`src/rtl/edge_irq_pkg.sv`:
```
package edge_irq_pkg;
  typedef enum logic [1:0] {
    EDGE_OFF  = 2'b00,
    EDGE_RISE = 2'b01,
    EDGE_FALL = 2'b10,
    EDGE_ANY  = 2'b11
  } edge_mode_e;
endpackage

```
`src/rtl/btn_sync.sv`:
```
module btn_sync #(
  parameter int STAGES = 2
) (
  input  logic clk,
  input  logic rst,
  input  logic d,
  output logic q
);
  logic [STAGES-1:0] chain;

  // Reset preloads every stage with the live pin so no edge appears at release.
  always_ff @(posedge clk) begin
    if (rst) chain <= {STAGES{d}};
    else     chain <= {chain[STAGES-2:0], d};
  end

  assign q = chain[STAGES-1];
endmodule

```
`src/rtl/edge_qualify.sv`:
```
module edge_qualify
  import edge_irq_pkg::*;
(
  input  logic       clk,
  input  logic       rst,
  input  logic       seed,
  input  logic       level,
  input  edge_mode_e mode,
  output logic       hit
);
  logic prev;
  logic went_up;
  logic went_down;

  always_ff @(posedge clk) begin
    if (rst) prev <= seed;
    else     prev <= level;
  end

  assign went_up   = level & ~prev;
  assign went_down = ~level & prev;

  always_comb begin
    case (mode)
      EDGE_RISE: hit = went_up;
      EDGE_FALL: hit = went_down;
      EDGE_ANY:  hit = went_up | went_down;
      default:   hit = 1'b0;
    endcase
  end
endmodule

```
`src/rtl/lockout_timer.sv`:
```
module lockout_timer #(
  parameter int W = 21
) (
  input  logic         clk,
  input  logic         rst,
  input  logic         start,
  input  logic [W-1:0] length,
  output logic         busy
);
  logic [W-1:0] remain;

  always_ff @(posedge clk) begin
    if (rst)              remain <= '0;
    else if (start)       remain <= length;
    else if (remain != 0) remain <= remain - 1'b1;
  end

  assign busy = (remain != '0);
endmodule

```
`src/rtl/pend_flag.sv`:
```
module pend_flag (
  input  logic clk,
  input  logic rst,
  input  logic set,
  input  logic clr,
  output logic q
);
  // Set wins over clear so an event arriving with the clear is not lost.
  always_ff @(posedge clk) begin
    if (rst)      q <= 1'b0;
    else if (set) q <= 1'b1;
    else if (clr) q <= 1'b0;
  end
endmodule

```
`src/rtl/edge_irq_lockout.sv`:
```
module edge_irq_lockout
  import edge_irq_pkg::*;
#(
  parameter int LOCK_W      = 21,
  parameter int SYNC_STAGES = 2
) (
  input  logic              clk,
  input  logic              rst,
  input  logic              pin_raw,
  input  logic [1:0]        edge_sel,
  input  logic [LOCK_W-1:0] lockout_cycles,
  input  logic              irq_clr,
  output logic              irq_pending
);
  logic sync_level;
  logic edge_hit;
  logic lock_busy;
  logic accept;

  btn_sync #(.STAGES(SYNC_STAGES)) u_sync (
    .clk (clk),
    .rst (rst),
    .d   (pin_raw),
    .q   (sync_level)
  );

  edge_qualify u_qual (
    .clk   (clk),
    .rst   (rst),
    .seed  (pin_raw),
    .level (sync_level),
    .mode  (edge_mode_e'(edge_sel)),
    .hit   (edge_hit)
  );

  assign accept = edge_hit & ~lock_busy;

  lockout_timer #(.W(LOCK_W)) u_lock (
    .clk    (clk),
    .rst    (rst),
    .start  (accept),
    .length (lockout_cycles),
    .busy   (lock_busy)
  );

  pend_flag u_flag (
    .clk (clk),
    .rst (rst),
    .set (accept),
    .clr (irq_clr),
    .q   (irq_pending)
  );
endmodule

```
`config.mk`:
```
export PLATFORM = sky130hd
export DESIGN_NAME = edge_irq_lockout
export DESIGN_NICKNAME = d
export VERILOG_FILES = /design/src/rtl/edge_irq_pkg.sv /design/src/rtl/btn_sync.sv /design/src/rtl/edge_qualify.sv /design/src/rtl/lockout_timer.sv /design/src/rtl/pend_flag.sv /design/src/rtl/edge_irq_lockout.sv
export SDC_FILE = /design/constraint.sdc
export NUM_CORES = 1
export LEC_CHECK = 0
export BUFFER_PORTS_ARGS = -buffer_cell sky130_fd_sc_hd__buf_2
export CORE_ASPECT_RATIO = 1.2
export CORE_UTILIZATION = 60
export CTS_BUF_LIST = sky130_fd_sc_hd__clkbuf_8
export DETAILED_ROUTE_END_ITERATION = 8
export GPL_TIMING_DRIVEN = 0
export PLACE_DENSITY = 0.86
export SETUP_SLACK_MARGIN = 0.1
export SYNTH_ARGS = -nofsm -noshare
export SYNTH_HDL_FRONTEND = slang
export SYNTH_HIERARCHICAL = 1
export SYNTH_SLANG_ARGS = --single-unit
```
`constraint.sdc`:
```
create_clock -name clk -period 3.6 [get_ports clk]
set_clock_uncertainty 0.1 [all_clocks]
set_input_delay 0.36 -clock clk [delete_from_list [all_inputs] [get_ports clk]]
set_output_delay 0.36 -clock clk [all_outputs]
set_load 0.01 [all_outputs]
```
==> results of run 1 <==
worst max-delay path: cells and delay by family, from the launching register on:
family	cells	cell delay (ps)
AND/OR/NAND/NOR	6	1690
flip-flops	1	360
AO/OA/AOI/OAI	1	90
buffers and inverters	3	740
registers in the layout, indices dropped and copies added (netlist names):
signal and cells:
u_qual/prev 1, u_lock/remain 21, u_sync/chain 2, u_flag/q 1
cells in the mapped netlist (2+ instances only):
master,n,share of area
dfxtp_1,25,0.37
nand2_1,21,0.058
nor2_1,16,0.044
xnor2_1,12,0.077
o21ai_1,9,0.033
inv_1,7,0.019
nor3_1,6,0.022
o21ai_0,6,0.022
clkbuf_1,5,0.014
ha_1,4,0.037
nor4_1,4,0.018
a22oi_1,3,0.017
nand3_1,3,0.011
or4_1,3,0.017
xor2_1,3,0.019
a21oi_1,2,0.0074
a22o_1,2,0.013
a31oi_1,2,0.0092
buf_2,2,0.0074
nor2b_1,2,0.0092
o31ai_1,2,0.011
worst paths after layout:
check | to | slack, ps | cells after the start
setup / recovery | u_lock/remain[6]$_SDFFE_PP0P_ | 560 | 10
hold / removal | u_sync/chain[0]$_DFF_P_ | 120 | 1
setup reg to reg | u_lock/remain[6]$_SDFFE_PP0P_ | 560 | 10
hold reg to reg | u_sync/chain[1]$_DFF_P_ | 360 | 1
metrics by stage:
step / setup slack, ps / utilization / hold WS, ps / total power [uW] / std cells
floorplan: 1138 / - / 287.7 / 1102 / 164
global placement: 755.2 / 0.7312 / 343.6 / 1224 / 221
detailed placement: 649.4 / 0.7312 / 348.2 / 1255 / 221
CTS: 606.3 / 0.7527 / 120.4 / 1433 / 225
global route: 372.3 / 0.7527 / 120.0 / 1540 / 225
finish: 556.5 / 0.7527 / 122.2 / 1438 / 225
power by group:
part,internal (uW),switching [uW],total (uW),leakage (uW)
registers,372,96.6,469,0.000206
clock network,76.3,85.6,162,0.0000269
logic,360,448,808,0.000419
total,808,630,1440,0.000651
layer usage:
metal,vias up,global-route usage
met5,-,0
li1,636,-
met3,4,0.03020
met2,55,0.5024
met1,585,0.2793
met4,0,0.1010
cell families (layout without fill, tap and decap cells):
group / count (synthesis) / count (layout) / synth area share
AND/OR/NAND/NOR: 70 / 70 / 0.2799
multiplexers: 2 / 2 / 0.01841
flip-flops: 25 / 25 / 0.3683
adder cells (fa/ha/maj): 4 / 4 / 0.03683
AO/OA/AOI/OAI: 34 / 34 / 0.1593
buffers and inverters: 14 / 45 / 0.04052
XOR/XNOR: 15 / 15 / 0.09669
final cells by class:
class | instances | area, um2 | share of cell area
Inverter | 7 | 26.28 | 0.01667
Sequential cell | 25 | 500.5 | 0.3175
Tap cell | 30 | 37.54 | 0.02381
Clock inverter | 1 | 3.754 | 0.002381
Clock buffer | 3 | 41.29 | 0.02619
Buffer | 7 | 28.78 | 0.01825
Timing Repair Buffer | 27 | 135.1 | 0.08571
Multi-Input combinational cell | 125 | 803.3 | 0.5095
==> key figures, run 1 <==
STA
  • Final setup viols: 0
  • Pins Over Slew Limit: 0
  • Worst-Margin Slew: 551.1 ps
  • Final hold violations: 0
  • Post-layout min period: 3044 ps
  • Final worst-path cycle share: 0.8454
  • Post-Route Setup TNS: 0 ps
  • Max_slew headroom: 0.6318
  • RSZ-0062 raised after global routing: false
  • Peak clock frequency supported by timing: 328.6 MHz

Drt
  • First-pass DRT Iterations: 4
  • Number of DRC markers in iteration 0: 50
  • DR WL/cell: 12.79 um
  • Routed WL: 2877 um
  • DR WL met3: 169 um
  • M1 wire length: 1186 um
  • Via/cell ratio: 5.689
  • Detail Route Antenna Nets: 0
  • Routed wl met2: 1490 um
  • DRC: 0
  • DR vias: 1280
  • Highest metal layer with signal wires: met4

Cells and area
  • Area delta synth->final: 16.02%
  • Final instance area: 1577 um2
  • # fillers: 181
  • Layout cells sized above 1: 0.2205
  • Commonest cells after routing, fill and taps aside: buf_2, dfxtp_1, nand2_1, nor2_1, xnor2_1
  • Commonest non-fill, non-tap cell in the layout: buf_2
  • N_diodes: 0
  • Final nets: 227

Synth
  • Mapped Cells: 164
  • Syn_nets: 195
  • Warnings from Yosys: 6
  • Ys flop type: dfxtp_1
  • Register area share after synthesis: 0.3683
  • Netlist Area Pre-Place: 1359 um2
  • Number of synthesized register bits: 25
  • Avg Inst Size Synth: 8.285 um2
  • Unique masters post-synth: 46
  • Ys async rst share: 0
  • Post-synth EDFFs: 0

Critical path
  • Crit path from: u_lock/remain[10]$_SDFFE_PP0P_
  • Worst EP required: 3700 ps
  • CP Launch Type: flip-flop
  • Max incr delay on CP: 530 ps
  • Crit. End Element: flip-flop
  • Worst r2r src: u_lock/remain[10]$_SDFFE_PP0P_
  • Worst-path maximum fanout: 10
  • Critical path arrival: 3150 ps
  • Slowest CP cell: or4_1
  • WS Path Type: flip-flop to flip-flop
  • Critical path, cell by cell: or4_1 > clkbuf_1 > nor2_1 > nand3_2 > nor2b_4 > inv_1 > nor2_1 > clkbuf_1 > nand2_1 > o21ai_1

Die
  • Num ports: 28
  • DIE AREA: 2460 um2
  • Die height: 54.13 um
  • Die W: 45.44 um
  • Core Rows: 18
  • Core area: 2095 um2
  • Initial Util: 0.6487

CTS
  • Skew-Pair Late Insertion Delay: 270 ps
  • Clk slew on worst S/H paths: 80 ps
  • Sink Count: 25
  • H-tree levels: 1
  • CTS resizes: 0
  • Postcts setup bufs: 0
  • Total CTS buffers: 3
  • CTS root buf: clkbuf_8
  • Bufs on Longest Clock Path: 2
  • Cts hold-fix bufs: 0
  • TritonCTS clock tree: built

Global routing
  • Initial antenna violation count: 0
  • Global-route wire length before repair: 4616 um
  • Tot GR Track Use: 0.2606
  • Largest net degree at the start of global routing: 14
  • Grt ovf: 0
  • Vias in the first global route: 1164

Power
  • PwrDens: 912.4 nW/um2
  • Leakage: 0.0006512 uW
  • Worst vdd ir: 0.6527 mV

Worst hold path
  • HP Class: input port to flip-flop
  • Worst hold path startpoint: pin_raw

Status
  • Status: complete, no violations

Placed design
  • Gpl congestion: 0.8149
  • Number of port buffers: 27
  • Post-Place Cell Area: 1531 um2
  • DP HPWL: 2167 um

Job
  • Max-Cap Viols: 0
Note: power is estimated with default switching activity, not from simulation.
==> run 2, diff against run 1 <==
CORE_UTILIZATION = 56   (was 60)
PLACE_DENSITY = 0.81   (was 0.86)
clock period = 3.05 ns   (was 3.6 ns; I/O delays follow)
==> key figures, run 2 (synthesis results as in run 1) <==
Status
  • Status: complete, no violations (unchanged)

Power
  • Clock power share: 0.114 (was 0.113)
  • Seq pwr share: 0.319 (was 0.326)
  • PwrDens: 1092 nW/um2 (was 912.4 nW/um2)
  • Worst vdd ir: 0.7487 mV (was 0.6527 mV)
  • Combinational power share: 0.567 (was 0.561)
  • Internal power: 959.1 uW (was 808.2 uW)
  • Leakage: 0.0006534 uW (was 0.0006512 uW)
  • Switch share: 0.4476 (was 0.4381)
  • Total net switching power: 777.1 uW (was 630.1 uW)

Drt
  • First-pass DRT Iterations: 4 (unchanged)
  • DR vias: 1268 (was 1280)
  • Number of DRC markers in iteration 0: 30 (was 50)
  • Via/cell ratio: 5.611 (was 5.689)
  • DR WL/cell: 13.82 um (was 12.79 um)
  • DRC: 0 (unchanged)
  • Routed WL: 3123 um (was 2877 um)
  • Detail Route Antenna Nets: 0 (unchanged)

Critical path
  • Critical path arrival: 2870 ps (was 3150 ps)
  • Family with the most delay on the worst path: simple AND/OR/NAND/NOR gates (unchanged)
  • CP Launch Type: flip-flop (unchanged)
  • Worst Path Buf+Inv: 3 (unchanged)
  • Worst-path maximum fanout: 10 (unchanged)
  • WS Path Type: flip-flop to flip-flop (unchanged)
  • Max incr delay on CP: 540 ps (was 530 ps)
  • Critical path, cell by cell: or4_1 > clkbuf_1 > nor2_1 > nand3_4 > nor2b_4 > inv_1 > nor2_2 > clkbuf_2 > nand2_1 > o21ai_0 (was or4_1 > clkbuf_1 > nor2_1 > nand3_2 > nor2b_4 > inv_1 > nor2_1 > clkbuf_1 > nand2_1 > o21ai_1)
  • Worst EP required: 3140 ps (was 3700 ps)
  • Crit. End Element: flip-flop (unchanged)
  • Slowest CP cell: or4_1 (unchanged)

STA
  • Final hold violations: 0 (unchanged)
  • Worst-Margin Slew: 551.9 ps (was 551.1 ps)
  • Pins Over Slew Limit: 0 (unchanged)
  • Post-layout min period: 2776 ps (was 3044 ps)
  • Peak clock frequency supported by timing: 360.2 MHz (was 328.6 MHz)
  • Final setup viols: 0 (unchanged)
  • RSZ-0062 raised after global routing: false (unchanged)
  • Max_slew headroom: 0.6312 (was 0.6318)
  • Final worst-path cycle share: 0.9102 (was 0.8454)
  • Worst hold slack: 68.98 ps (was 122.2 ps)
  • Post-Route Setup TNS: 0 ps (unchanged)

Cells and area
  • Register Area: 500.5 um2 (unchanged)
  • Layout cells sized above 1: 0.2359 (was 0.2205)
  • Area occupied by multi-input gates: 813.3 um2 (was 803.3 um2)
  • Commonest cells after routing, fill and taps aside: buf_2, dfxtp_1, nand2_1, nor2_1, xnor2_1 (unchanged)
  • # fillers: 209 (was 181)
  • Largest regs: u_lock/remain: 21 flops, u_sync/chain: 2 flops (unchanged)
  • Commonest non-fill, non-tap cell in the layout: buf_2 (unchanged)
  • Max reg flops: 21 (unchanged)
  • Area delta synth->final: 17.04% (was 16.02%)
  • Final nets: 227 (unchanged)
  • Largest register by flop count: u_lock/remain (unchanged)
  • N_diodes: 0 (unchanged)

Global routing
  • Largest net degree at the start of global routing: 15 (was 14)
  • Grt ovf: 0 (unchanged)
  • Global-route wire length before repair: 5195 um (was 4616 um)
  • Tot GR Track Use: 0.2691 (was 0.2606)
  • Initial antenna violation count: 0 (unchanged)
  • Vias in the first global route: 1264 (was 1164)

CTS
  • Sink Count: 25 (unchanged)
  • Skew-Pair Late Insertion Delay: 270 ps (about the same)
  • Bufs on Longest Clock Path: 2 (unchanged)
  • Total CTS buffers: 3 (unchanged)
  • Clk slew on worst S/H paths: 90 ps (was 80 ps)
  • Cts hold-fix bufs: 0 (unchanged)
  • Postcts setup bufs: 0 (unchanged)
  • TritonCTS clock tree: built (unchanged)
  • H-tree levels: 1 (unchanged)
  • CTS root buf: clkbuf_8 (unchanged)

Placed design
  • Number of port buffers: 27 (unchanged)
  • DP HPWL: 2304 um (was 2167 um)
  • Gpl congestion: 0.8216 (was 0.8149)

Die
  • Initial Util: 0.5954 (was 0.6487)
  • Die height: 55.96 um (was 54.13 um)
  • Die W: 46.97 um (was 45.44 um)
  • Num ports: 28 (unchanged)
  • DIE AREA: 2628 um2 (was 2460 um2)
  • Core area: 2282 um2 (was 2095 um2)
  • Core Rows: 19 (was 18)

Worst hold path
  • HP Class: input port to flip-flop (unchanged)

Job
  • Max-Cap Viols: 0 (unchanged)
[run 2: metal layers]
layer,vias up,part of all wire,track usage
li1,635,-,-
met1,584,0.42,0.3107
met2,41,0.53,0.4663
met3,8,0.036,0.04221
met4,0,0.019,0.1102
met5,-,0,0
[run 2: per-stage QoR]
step	utilization	setup WS, ps	power, uW	instances	instance area, um2
5_1_grt	0.6968	91.52	1873	226	1590
6_report	0.6968	273.8	1736	226	1590
4_1_cts	0.6924	155.1	1711	226	1580
3_3_place_gp	0.6716	118.0	1450	222	1533
2_1_floorplan	-	587.8	1300	164	1359
3_5_place_dp	0.6716	44.50	1502	222	1533
[run 2: power groups by stage]
stage / registers [uW] / logic (uW) / clock network, uW
2_1_floorplan: 531 / 770 / 0
3_3_place_gp: 550 / 900 / 0
3_5_place_dp: 557 / 945 / 0
4_1_cts: 551 / 959 / 202
5_1_grt: 564 / 1100 / 211
6_report: 553 / 984 / 198
[run 2: cell type report]
cell class | count | share of cell area
Clock inverter | 1 | 0.003147
Clock buffer | 3 | 0.02596
Sequential cell | 25 | 0.3147
Timing Repair Buffer | 27 | 0.08497
Buffer | 7 | 0.01888
Inverter | 7 | 0.01652
Multi-Input combinational cell | 125 | 0.5114
Tap cell | 31 | 0.02439
[run 2: final timing paths]
| kind | startpoint | to | slack (ps) | cells after the start |
|---|---|---|---|---|
| setup / recovery | u_lock/remain[10]$_SDFFE_PP0P_ | u_lock/remain[7]$_SDFFE_PP0P_ | 270 | 10 |
| hold / removal | pin_raw | u_sync/chain[0]$_DFF_P_ | 70 | 1 |
| setup reg to reg | u_lock/remain[10]$_SDFFE_PP0P_ | u_lock/remain[7]$_SDFFE_PP0P_ | 270 | 10 |
| hold reg to reg | u_sync/chain[0]$_DFF_P_ | u_sync/chain[1]$_DFF_P_ | 370 | 1 |
[run 2: timing repair]
action	CTS	global route
resized for setup	1	2
setup endpoints to repair	10	11
hold endpoints to repair	0	0
